<file path="config.mk">
export PLATFORM = sky130hd
export DESIGN_NAME = loadable_cascade_counter
export DESIGN_NICKNAME = d
export VERILOG_FILES = /design/src/rtl/lcc_pkg.sv /design/src/rtl/lcc_op_decode.sv /design/src/rtl/lcc_carry_detect.sv /design/src/rtl/lcc_stage.sv /design/src/rtl/loadable_cascade_counter.sv
export SDC_FILE = /design/constraint.sdc
export NUM_CORES = 1
export LEC_CHECK = 0
export ABC_CLOCK_PERIOD_IN_PS = 3700
export BUFFER_PORTS_ARGS = -buffer_cell sky130_fd_sc_hd__buf_2
export CAP_MARGIN = 20
export CORE_AREA = 2 2 39 41
export DETAILED_ROUTE_END_ITERATION = 12
export DIE_AREA = 0 0 41 43
export SLEW_MARGIN = 0
export SYNTH_ARGS = -nofsm -noshare
export SYNTH_HDL_FRONTEND = slang
export SYNTH_SLANG_ARGS = --single-unit
</file>
<file path="constraint.sdc">
create_clock -name clk -period 3.7 [get_ports clk]
set_input_delay 0 -clock clk [delete_from_list [all_inputs] [get_ports clk]]
set_output_delay 0 -clock clk [all_outputs]
set_load 0.05 [all_outputs]
</file>
<file path="src/rtl/lcc_pkg.sv">
package lcc_pkg;

   localparam int unsigned STAGE_BITS = 4;

   typedef enum logic [1:0] {
      OP_HOLD  = 2'd0,
      OP_COUNT = 2'd1,
      OP_LOAD  = 2'd2,
      OP_CLEAR = 2'd3
   } lcc_op_e;

endpackage

</file>
<file path="src/rtl/lcc_op_decode.sv">
module lcc_op_decode
   import lcc_pkg::*;
(
   input  logic    clr_n,
   input  logic    ld_n,
   input  logic    en_p,
   input  logic    en_t,
   output lcc_op_e op
);

   always_comb begin
      if (!clr_n)
         op = OP_CLEAR;
      else if (!ld_n)
         op = OP_LOAD;
      else if (en_p && en_t)
         op = OP_COUNT;
      else
         op = OP_HOLD;
   end

endmodule

</file>
<file path="src/rtl/lcc_carry_detect.sv">
module lcc_carry_detect #(
   parameter int unsigned WIDTH = 4
) (
   input  logic [WIDTH-1:0] q,
   input  logic             en_t,
   output logic             rco
);

   assign rco = en_t && (&q);

endmodule

</file>
<file path="src/rtl/lcc_stage.sv">
module lcc_stage
   import lcc_pkg::*;
#(
   parameter int unsigned WIDTH = STAGE_BITS
) (
   input  logic             clk,
   input  logic             clr_n,
   input  logic             ld_n,
   input  logic             en_p,
   input  logic             en_t,
   input  logic [WIDTH-1:0] d,
   output logic [WIDTH-1:0] q,
   output logic             rco
);

   lcc_op_e op;

   lcc_op_decode u_dec (
      .clr_n (clr_n),
      .ld_n  (ld_n),
      .en_p  (en_p),
      .en_t  (en_t),
      .op    (op)
   );

   always_ff @(posedge clk) begin
      unique case (op)
         OP_CLEAR: q <= '0;
         OP_LOAD:  q <= d;
         OP_COUNT: q <= q + WIDTH'(1);
         default:  q <= q;
      endcase
   end

   lcc_carry_detect #(.WIDTH(WIDTH)) u_rco (
      .q    (q),
      .en_t (en_t),
      .rco  (rco)
   );

endmodule

</file>
<file path="src/rtl/loadable_cascade_counter.sv">
module loadable_cascade_counter
   import lcc_pkg::*;
#(
   parameter int unsigned WIDTH       = STAGE_BITS,
   parameter int unsigned STAGES      = 2,
   parameter bit          OFFSET_LOAD = 1'b0,
   localparam int unsigned TOTAL      = WIDTH * STAGES
) (
   input  logic             clk,
   input  logic             clr_n,
   input  logic             ld_n,
   input  logic [TOTAL-1:0] din,
   input  logic             en_p,
   input  logic             en_t,
   output logic [TOTAL-1:0] q,
   output logic             carry_out
);

   if (WIDTH < 1) begin : g_bad_width
      $error("loadable_cascade_counter: WIDTH must be at least 1");
   end
   if (STAGES < 1 || STAGES > 2) begin : g_bad_stages
      $error("loadable_cascade_counter: STAGES must be 1 or 2");
   end

   logic [STAGES:0] t_chain;
   logic            ld_eff_n;

   assign t_chain[0] = en_t;
   assign carry_out  = t_chain[STAGES];

   if (OFFSET_LOAD) begin : g_offset
      assign ld_eff_n = ld_n && !carry_out;
   end else begin : g_plain
      assign ld_eff_n = ld_n;
   end

   for (genvar s = 0; s < STAGES; s++) begin : g_stage
      lcc_stage #(.WIDTH(WIDTH)) u_stage (
         .clk   (clk),
         .clr_n (clr_n),
         .ld_n  (ld_eff_n),
         .en_p  (en_p),
         .en_t  (t_chain[s]),
         .d     (din[s*WIDTH +: WIDTH]),
         .q     (q[s*WIDTH +: WIDTH]),
         .rco   (t_chain[s+1])
      );
   end

endmodule

</file>
==> impl_metrics.env <==
export IMPL_drt_iter0_drc=8
export IMPL_die_w_um=41
export IMPL_fmax_ghz=0.618
export IMPL_cp_depth=3
export IMPL_status="complete, no violations"
export IMPL_ys_warn_count=0
export IMPL_hold_buffers=0
export IMPL_die_h_um=43
export IMPL_post_cts_setup_buffers=0
export IMPL_yosysTopAreaCellShare_pct=52.9
export IMPL_powerDensity_nw_per_um2=401
export IMPL_finalSetupTns_ns=0
export IMPL_crit_family="compound AO/OA/AOI/OAI gates"
export IMPL_r2r_cells=3
export IMPL_worstPathArrival_ns=1.52
export IMPL_hold_viol=0
export IMPL_nNetsFinal=80
export IMPL_tightest_slew_ns=0.583
export IMPL_crit_path_start_kind="register"
export IMPL_routed_wl_mm=1.09
export IMPL_routedWlPerCell_um=13.8
export IMPL_worst_setup_path_end_kind="register"
export IMPL_ys_types=17
export IMPL_final_cells=79
export IMPL_layout_drive_gt1_share_pct=41.3
export IMPL_path_clk_slew_ns=0.05
export IMPL_hold_class="primary input to register"
export IMPL_slew_viol_final=0
export IMPL_ys_ff_latch=8
export IMPL_peakVddDrop_mv=0.145
export IMPL_synth_cell_area_um2=454
export IMPL_grt_overflow=0
export IMPL_layout_min_cycle_time_ns=1.62
export IMPL_dp_cells=76
export IMPL_slew_headroom_pct=61.0
export IMPL_critPathRequiredTime_ns=3.60
export IMPL_top_register="g_stage.u_stage.q"
export IMPL_postSynthCellCount=40
export IMPL_core_um2=1380
export IMPL_ys_top_cells_by_area="edfxtp_1 (53%), a22o_1 (5.8%), ha_1 (5.5%)"
export IMPL_place_gp_congestion=0.786
export IMPL_path_buf_inv=0
export IMPL_grt_antenna_before_repair=0
export IMPL_start_util_pct=32.8
export IMPL_drv_cap=0
export IMPL_area_delta_synth_final_pct=30.0
export IMPL_cp_max_fo=4
export IMPL_cts_tree="done"
export IMPL_synth_seq_area_share_pct=52.9
export IMPL_grt_pass1_vias=413
export IMPL_clockBufferDepth=2
export IMPL_row_count=14
export IMPL_cp_slowest_cell="o211ai_1"
export IMPL_route_detailed_drc=0
export IMPL_p_leak_nw=0.267
export IMPL_postSynthAreaPerCell_um2=11.4
export IMPL_top_regs="g_stage.u_stage.q x8"
export IMPL_cts_root_buf="clkbuf_4"
export IMPL_fin_crit_sh_pct=43.7
export IMPL_io_buffers=21
export IMPL_dr_pass1_iters=4
export IMPL_crit_chain="ha_1, nand3_1, o211ai_1"
export IMPL_clk_latency_ns=0.25
export IMPL_clock_skew_ns=0.000879
export IMPL_vias=408
export IMPL_postCtsResizedCells=0
export IMPL_hold_path_depth=3
export IMPL_cts_htree_levels=1
export IMPL_diodes=0
export IMPL_cts_buffers_inserted=3
export IMPL_r2r_setup_slack_ns=2.08
export IMPL_dieArea_um2=1760
export IMPL_vias_per_cell=5.16
export IMPL_grt_pass1_wl_mm=1.79
export IMPL_cp_slowest_stage_delay_ns=0.47
export IMPL_io_pins=22
export IMPL_largest_reg_flops=8
export IMPL_grt_use_total_pct=15.6
export IMPL_rsz0062_at_grt="no"
export IMPL_grt_max_degree=9
export IMPL_syn_num_nets=55
export IMPL_finalSetupViolCount=0
export IMPL_path_class="register to register"
export IMPL_cts_sinks=8
export IMPL_ant_nets=0
export IMPL_yosys_area_top_type="edfxtp_1"
## cells in the mapped netlist
cell type	number
a22o_1	3
buf_6	1
edfxtp_1	8
ha_1	2
inv_1	1
nand2_1	6
nand3_1	4
nand4_1	1
nand4_2	1
nor2_1	1
nor2_2	1
nor2b_1	1
o211ai_1	1
o21ai_0	4
o31ai_1	1
xnor2_1	2
xor2_1	2
## path summary, 6_finish.rpt
| check | from | end |
|---|---|---|
| setup / recovery | g_stage[0].u_stage.q[0] | g_stage[1].u_stage.q[3] |
| hold / removal | din[2] | g_stage[0].u_stage.q[2] |
| setup reg to reg | g_stage[0].u_stage.q[0] | g_stage[1].u_stage.q[3] |
| hold reg to reg | g_stage[1].u_stage.q[0] | g_stage[1].u_stage.q[0] |
## final cells by class
type / count / area, µm²
multi-input combinational: 30 / 199
clock buffer: 3 / 22.5
inverter: 1 / 3.75
tap: 16 / 20.0
timing repair buffer: 21 / 105
fill: 155 / 793
sequential: 8 / 240
## worst register-to-register path, cell delays in order, from the launching register on
cell and delay, ns:
edfxtp_1 0.40, ha_1 0.21, nand3_1 0.18, o211ai_1 0.47
## kinds of logic (layout without fill, tap and decap cells)
family | Yosys count | after routing | synth area share, %
xor+xnor | 4 | 4 | 7.71
compound gates | 9 | 9 | 13.5
fa+ha+maj | 2 | 2 | 5.51
flops | 8 | 8 | 52.9
simple gates | 15 | 15 | 17.1
buf+inv | 2 | 25 | 3.30
## metrics by stage
stage | utilization [%] | setup slack [ns] | cell area, µm² | hold WS [ns] | power (mW)
finish | 42.7 | 2.08 | 591 | 0.0149 | 0.237
detailed placement | 41.0 | 2.11 | 568 | 0.280 | 0.170
global placement | 41.0 | 2.26 | 568 | 0.274 | 0.169
floorplan | - | 1.92 | 454 | 0.185 | 0.153
global route | 42.7 | 1.99 | 591 | 0.0310 | 0.248
CTS | 42.7 | 2.12 | 591 | 0.0142 | 0.237
## where the power goes
| part | total, mW | internal (mW) | switching, mW |
|---|---|---|---|
| Combinational | 0.0535 | 0.0158 | 0.0377 |
| Sequential | 0.115 | 0.108 | 0.00723 |
| Clock | 0.0679 | 0.0372 | 0.0307 |
## placed cells by master (no fill, tap or decap), types with 2 or more instances in the layout
master / synthesis / final
xor2_1: 2 / 2
a22o_1: 3 / 3
nand2_1: 6 / 6
buf_2: 0 / 21
edfxtp_1: 8 / 8
o21ai_0: 4 / 4
xnor2_1: 2 / 2
nand3_1: 4 / 4
clkbuf_4: 0 / 3
ha_1: 2 / 2
## layer usage
metal | GRT usage (%) | part of all wire, % | up-vias
met5 | 0 | 0 | -
met4 | 12.0 | 2.8 | 0
met3 | 3.14 | 5.4 | 4
met2 | 21.3 | 47 | 15
met1 | 20.5 | 45 | 192
li1 | - | - | 197
(Power assumes the default switching activity.)
